===== src/rtl/bwc_pkg.sv =====
// Shared definitions for the asynchronous bus write capture.
// Assumes: strobes are active low and idle high.
package bwc_pkg;
    localparam int STB_CE  = 0;
    localparam int STB_OE  = 1;
    localparam int STB_WE  = 2;
    localparam int NUM_STB = 3;

    typedef enum logic {
        WT_IDLE = 1'b0,
        WT_OPEN = 1'b1
    } wt_state_e;
endpackage


===== src/rtl/bwc_sync.sv =====
// Two-stage synchroniser for a vector of independent asynchronous bits.
// Assumes: bits are unrelated to each other; the reset value is the idle level.
module bwc_sync #(
    parameter int   W         = 3,
    parameter logic RESET_VAL = 1'b1
) (
    input  logic         clk,
    input  logic         rst_n,
    input  logic [W-1:0] async_i,
    output logic [W-1:0] sync_o
);
    logic [W-1:0] stage1_q;
    logic [W-1:0] stage2_q;

    // Shift the raw level through two flops to settle metastability.
    always_ff @(posedge clk) begin
        if (!rst_n) begin
            stage1_q <= {W{RESET_VAL}};
            stage2_q <= {W{RESET_VAL}};
        end else begin
            stage1_q <= async_i;
            stage2_q <= stage1_q;
        end
    end

    assign sync_o = stage2_q;
endmodule


===== src/rtl/bwc_glitch_filter.sv =====
// Stability filter: the output follows the input only after the input has
// held a new level for FILT_CYC consecutive cycles.
// Assumes: the input is already synchronous; FILT_CYC >= 1.
module bwc_glitch_filter #(
    parameter int   FILT_CYC  = 3,
    parameter logic RESET_VAL = 1'b1
) (
    input  logic clk,
    input  logic rst_n,
    input  logic level_i,
    output logic level_o
);
    localparam int CW = (FILT_CYC < 2) ? 1 : $clog2(FILT_CYC);
    localparam logic [CW-1:0] LAST = CW'(FILT_CYC - 1);

    logic [CW-1:0] run_q;
    logic          level_q;

    // Count cycles of disagreement; accept the new level after FILT_CYC of them.
    always_ff @(posedge clk) begin
        if (!rst_n) begin
            run_q   <= '0;
            level_q <= RESET_VAL;
        end else if (level_i != level_q) begin
            if (run_q == LAST) begin
                level_q <= level_i;
                run_q   <= '0;
            end else begin
                run_q <= run_q + CW'(1);
            end
        end else begin
            run_q <= '0;
        end
    end

    assign level_o = level_q;
endmodule


===== src/rtl/bwc_delay.sv =====
// Fixed-depth register pipeline that aligns bus values with the strobe path.
// Assumes: DEPTH >= 1.
module bwc_delay #(
    parameter int W     = 26,
    parameter int DEPTH = 5
) (
    input  logic         clk,
    input  logic         rst_n,
    input  logic [W-1:0] d_i,
    output logic [W-1:0] d_o
);
    logic [W-1:0] pipe_q [DEPTH];

    for (genvar s = 0; s < DEPTH; s++) begin : g_stage
        if (s == 0) begin : g_head
            // First stage samples the pins.
            always_ff @(posedge clk) begin
                if (!rst_n) pipe_q[0] <= '0;
                else        pipe_q[0] <= d_i;
            end
        end else begin : g_tail
            // Later stages shift the previous stage on.
            always_ff @(posedge clk) begin
                if (!rst_n) pipe_q[s] <= '0;
                else        pipe_q[s] <= pipe_q[s-1];
            end
        end
    end

    assign d_o = pipe_q[DEPTH-1];
endmodule


===== src/rtl/bwc_tracker.sv =====
// Write and read tracker working on filtered strobes. A write opens when
// CE and WE are low with OE high and latches the address then; it closes
// on the first rise of CE or WE, latching data and pulsing valid.
// Assumes: address and data inputs are delayed to match the strobe path.
module bwc_tracker
    import bwc_pkg::*;
#(
    parameter int ADDR_W = 18,
    parameter int DATA_W = 8
) (
    input  logic              clk,
    input  logic              rst_n,
    input  logic              ce_n_i,
    input  logic              oe_n_i,
    input  logic              we_n_i,
    input  logic [ADDR_W-1:0] addr_i,
    input  logic [DATA_W-1:0] data_i,
    output logic              wr_valid_o,
    output logic [ADDR_W-1:0] wr_addr_o,
    output logic [DATA_W-1:0] wr_data_o,
    output logic              rd_pulse_o,
    output logic              bus_oe_o
);
    wt_state_e state_q;
    logic      wr_open;
    logic      wr_close;
    logic      rd_cond;

    // Decode the bus phase from the filtered strobes.
    always_comb begin
        wr_open  = !ce_n_i && !we_n_i && oe_n_i;
        wr_close = ce_n_i || we_n_i;
        rd_cond  = !ce_n_i && !oe_n_i && we_n_i;
    end

    // Write phase: open on the later fall, close on the first rise.
    always_ff @(posedge clk) begin
        if (!rst_n) begin
            state_q    <= WT_IDLE;
            wr_valid_o <= 1'b0;
            wr_addr_o  <= '0;
            wr_data_o  <= '0;
        end else begin
            wr_valid_o <= 1'b0;
            case (state_q)
                WT_IDLE: begin
                    if (wr_open) begin
                        state_q   <= WT_OPEN;
                        wr_addr_o <= addr_i;
                    end
                end
                WT_OPEN: begin
                    if (!oe_n_i) begin
                        state_q <= WT_IDLE;
                    end else if (wr_close) begin
                        state_q    <= WT_IDLE;
                        wr_data_o  <= data_i;
                        wr_valid_o <= 1'b1;
                    end
                end
                default: state_q <= WT_IDLE;
            endcase
        end
    end

    // Read phase: enable the drivers and mark the first read cycle.
    always_ff @(posedge clk) begin
        if (!rst_n) begin
            bus_oe_o   <= 1'b0;
            rd_pulse_o <= 1'b0;
        end else begin
            bus_oe_o   <= rd_cond;
            rd_pulse_o <= rd_cond && !bus_oe_o;
        end
    end
endmodule


===== src/rtl/async_wr_capture.sv =====
// Top of the asynchronous bus write capture. Strobes are synchronised and
// filtered; address and data are delayed by the same latency so the tracker
// sees all bus signals as they were on the pins at one instant.
// Assumes: address and data meet setup and hold against the strobe edges
// by at least one clock period.
module async_wr_capture
    import bwc_pkg::*;
#(
    parameter int ADDR_W   = 18,
    parameter int DATA_W   = 8,
    parameter int FILT_CYC = 3
) (
    input  logic              clk,
    input  logic              rst_n,
    input  logic              ce_n,
    input  logic              oe_n,
    input  logic              we_n,
    input  logic [ADDR_W-1:0] addr,
    input  logic [DATA_W-1:0] din,
    output logic              wr_valid,
    output logic [ADDR_W-1:0] wr_addr,
    output logic [DATA_W-1:0] wr_data,
    output logic              rd_pulse,
    output logic              bus_oe
);
    localparam int SYNC_STAGES = 2;
    localparam int BUS_DLY     = SYNC_STAGES + FILT_CYC;
    localparam int BUS_W       = ADDR_W + DATA_W;

    logic [NUM_STB-1:0] stb_raw;
    logic [NUM_STB-1:0] stb_sync;
    logic [NUM_STB-1:0] stb_filt;
    logic [BUS_W-1:0]   bus_dly;

    assign stb_raw[STB_CE] = ce_n;
    assign stb_raw[STB_OE] = oe_n;
    assign stb_raw[STB_WE] = we_n;

    bwc_sync #(
        .W         (NUM_STB),
        .RESET_VAL (1'b1)
    ) u_sync (
        .clk     (clk),
        .rst_n   (rst_n),
        .async_i (stb_raw),
        .sync_o  (stb_sync)
    );

    for (genvar g = 0; g < NUM_STB; g++) begin : g_filt
        bwc_glitch_filter #(
            .FILT_CYC  (FILT_CYC),
            .RESET_VAL (1'b1)
        ) u_filt (
            .clk     (clk),
            .rst_n   (rst_n),
            .level_i (stb_sync[g]),
            .level_o (stb_filt[g])
        );
    end

    bwc_delay #(
        .W     (BUS_W),
        .DEPTH (BUS_DLY)
    ) u_dly (
        .clk   (clk),
        .rst_n (rst_n),
        .d_i   ({addr, din}),
        .d_o   (bus_dly)
    );

    bwc_tracker #(
        .ADDR_W (ADDR_W),
        .DATA_W (DATA_W)
    ) u_trk (
        .clk        (clk),
        .rst_n      (rst_n),
        .ce_n_i     (stb_filt[STB_CE]),
        .oe_n_i     (stb_filt[STB_OE]),
        .we_n_i     (stb_filt[STB_WE]),
        .addr_i     (bus_dly[BUS_W-1:DATA_W]),
        .data_i     (bus_dly[DATA_W-1:0]),
        .wr_valid_o (wr_valid),
        .wr_addr_o  (wr_addr),
        .wr_data_o  (wr_data),
        .rd_pulse_o (rd_pulse),
        .bus_oe_o   (bus_oe)
    );
endmodule


===== config.mk =====
export PLATFORM = sky130hd
export DESIGN_NAME = async_wr_capture
export DESIGN_NICKNAME = d
export VERILOG_FILES = /design/src/rtl/bwc_pkg.sv /design/src/rtl/bwc_sync.sv /design/src/rtl/bwc_glitch_filter.sv /design/src/rtl/bwc_delay.sv /design/src/rtl/bwc_tracker.sv /design/src/rtl/async_wr_capture.sv
export SDC_FILE = /design/constraint.sdc
export NUM_CORES = 1
export LEC_CHECK = 0
export BUFFER_PORTS_ARGS = -buffer_cell sky130_fd_sc_hd__buf_2
export CAP_MARGIN = 20
export CORE_ASPECT_RATIO = 2
export CORE_MARGIN = 2
export CORE_UTILIZATION = 55
export DETAILED_ROUTE_END_ITERATION = 12
export GPL_TIMING_DRIVEN = 0
export PLACE_DENSITY = 0.76
export RECOVER_POWER = 50
export SYNTH_ARGS = -nofsm -noshare
export SYNTH_HDL_FRONTEND = slang
export SYNTH_SLANG_ARGS = --single-unit

===== constraint.sdc =====
create_clock -name clk -period 1.91 [get_ports clk]
set_clock_uncertainty 0.15 [all_clocks]
set_input_delay 0.382 -clock clk [delete_from_list [all_inputs] [get_ports clk]]
set_output_delay 0.382 -clock clk [all_outputs]
set_load 0.03 [all_outputs]

==> flow_summary.json <==
{
  "cp.arrival_ns": 1.70,
  "cts_htree_levels": 4,
  "synth_common_cells": "dfxtp_1 (175), and2_1 (131), nand2_1 (56)",
  "area_growth_pct": 20.5,
  "first_global_vias": 2786,
  "power.density_mw_per_mm2": 1190,
  "grt_usage_pct": 16.0,
  "fin_crit_ns": 1.52,
  "pin_count": 60,
  "cts_resized": 0,
  "post-route-period-util_pct": 79.5,
  "io_buffers": 58,
  "grt_max_degree": 17,
  "p_comb_share_pct": 2.2,
  "vias_per_cell": 4.59,
  "tritoncts": "yes",
  "multi_input_area_mm2": 0.00152,
  "holdCritPathClass": "in -> reg",
  "outcome": "completed",
  "path_clk_slew_ns": 0.06,
  "power_mw": 7.38,
  "die_w_um": 72.5,
  "cp_data_required_time_ns": 2.10,
  "worstMarginPinSlew_ns": 0.554,
  "ir_drop_mv": 0.788,
  "drv_slew": 0,
  "die_y_um": 141,
  "yosys.area.top_type": "dfxtp_1",
  "dp_hpwl_um": 5220,
  "intPower_mw": 5.95,
  "routed_wl_um": 7450,
  "gr-total-overflow": 0,
  "synth-main-ff-cell": "dfxtp_1",
  "synthArstFlopShare_pct": 0,
  "path_max_fanout": 10,
  "yosysTopAreaCellShare_pct": 67.8,
  "place.gp.congestion": 0.763,
  "synth-edff-count": 0,
  "setup.worst_path.end_class": "flip-flop",
  "via_count": 2926,
  "antenna_left": 0,
  "seq_area_mm2": 0.00350,
  "clkPwrFrac_pct": 46.9,
  "root_buffer": "clkbuf_16",
  "startpoint_type": "primary input",
  "setup_tns_ns": 0,
  "final-hold-violation-count": 0,
  "yosysSeqAreaShare_pct": 67.8,
  "cts_sinks": 175,
  "drc": 0,
  "core-area_mm2": 0.00926,
  "drive_gt1_share_pct": 18.0,
  "path_common_cell": "clkbuf_1",
  "crit_buf_inv": 3,
  "initial_utilization_pct": 55.8,
  "rsz0062_at_grt": "no",
  "rows": 50,
  "wire_per_inst_um": 11.7,
  "syn_inst": 442,
  "antenna-diode-count": 0,
  "drtIter0Drc": 75,
  "yosysWarnings": 0,
  "setup_violations": 0,
  "power.leakage_nw": 2.57,
  "critPathTopFamily": "buffers and inverters",
  "netlist_top_cells_area": "dfxtp_1 (68%), and2_1 (16%), mux2i_1 (5.6%)",
  "syn_area_per_cell_um2": 11.7,
  "max_stage_delay_ns": 0.43,
  "synth_nets": 476,
  "cts_inserted_buffers": 17,
  "synth_seq_cells": 175,
  "power.switching_mw": 1.44,
  "num-fill-cells": 689,
  "dr.pass1.iters": 4,
  "clk_latency_ns": 0.41,
  "grt_first_pass_wirelength_um": 12100,
  "max_freq_mhz": 659,
  "swShare_pct": 19.4,
  "max_slew_margin_pct": 63.1,
  "cts_buffer_depth": 2,
  "p_seq_share_pct": 50.9,
  "finalNetCount": 556,
  "syn_area_mm2": 0.00516,
  "critPathSlowestCell": "clkbuf_1",
  "worst-setup-path-type": "in -> reg",
  "antenna_found_initial": 0,
  "die-area_mm2": 0.0102,
  "cp_cell_sequence": "clkbuf_1, clkbuf_1, buf_2, nand2_1, mux2i_1",
  "synth_most_common_cell": "dfxtp_1",
  "synth_cell_type_count": 18,
  "maxCapViolCount": 0,
  "fin_util_pct": 67.2
}
## flip-flops by register name, indices dropped and copies added (netlist names)
register / cells
u_dly.pipe_q: 130
u_trk.wr_addr_o: 18
u_trk.wr_data_o: 8
g_filt.u_filt.run_q: 6
g_filt.u_filt.level_o: 3
u_sync.stage1_q: 3
u_sync.sync_o: 3
u_trk.bus_oe_o: 1
u_trk.rd_pulse_o: 1
u_trk.state_q: 1
u_trk.wr_valid_o: 1
## stage by stage
stage / worst slack, ns / hold WS [ns] / instances / instance area (µm²)
after floorplan: 0.570 / 0.236 / 442 / 5160
after CTS: 0.388 / 0.00229 / 638 / 6230
final: 0.392 / 0.0212 / 638 / 6220
after global routing: 0.223 / 0.00536 / 638 / 6220
after detailed placement: 0.292 / 0.242 / 604 / 5580
after global placement: 0.355 / 0.240 / 604 / 5580
## routing by layer
layer / GRT usage, % / vias up / part of all wire [%]
met5: 0 / - / 0
met4: 7.80 / 0 / 1.4
met1: 14.0 / 1332 / 36
met3: 6.72 / 7 / 4.2
met2: 29.9 / 61 / 58
li1: - / 1526 / -
## final cells by class
cell class / count / share of cell area (%)
well taps: 104 / 2.09
multi-input cells: 239 / 24.5
clock inverters: 12 / 2.55
flip-flops and latches: 175 / 56.3
plain buffers: 25 / 1.97
repair buffers: 61 / 5.15
clock buffers: 19 / 7.28
inverters: 3 / 0.181
## worst paths after layout
path	startpoint	end	slack, ns	depth (start not counted)
worst max-delay path	rst_n	u_trk.wr_addr_o[14]	0.39	5
worst min-delay path	addr[12]	u_dly.pipe_q[0][20]	0.02	2
worst min register to register	u_sync.stage1_q[2]	u_sync.sync_o[2]	0.25	1
worst max register to register	g_filt[2].u_filt.level_o	u_trk.wr_addr_o[14]	0.43	4
## power by group through the flow
stage / clock network (mW) / logic (mW) / registers (mW)
final: 3.46 / 0.165 / 3.76
after global routing: 3.67 / 0.191 / 3.76
after CTS: 3.54 / 0.172 / 3.76
after detailed placement: 0 / 0.166 / 3.84
after global placement: 0 / 0.159 / 3.83
after floorplan: 0 / 0.106 / 3.83
## cell families (layout without fill, tap and decap cells)
family	after synthesis	in the layout	share of synthesized area (%)
buffers and inverters	28	120	2.67
AND/OR/NAND/NOR	203	203	22.4
XOR/XNOR	3	3	0.509
flip-flops	175	175	67.8
AO/OA/AOI/OAI	1	1	0.194
adder cells (fa/ha/maj)	3	3	0.727
multiplexers	29	29	5.62
## layout by cell type (no fill, tap or decap), types with 3 or more instances in the layout
cell type        n
clkbuf_1        19
ha_1             3
buf_2           62
nor4b_1          6
nand2b_1         6
mux2i_1         29
inv_1            3
nand2_1         56
and2_1          94
xnor2_1          3
clkinv_4         3
dfxtp_1        175
bufinv_16        3
and2_0          37
clkbuf_16       17
dlygate4sd3_1    3
## timing repair
action                                  CTS  global route
endpoints found under the hold margin     3             0
hold buffers                              3             0
setup buffers                             0             0
endpoints found under the setup margin    0             0
No activity file was read; power rests on OpenSTA's default activity.
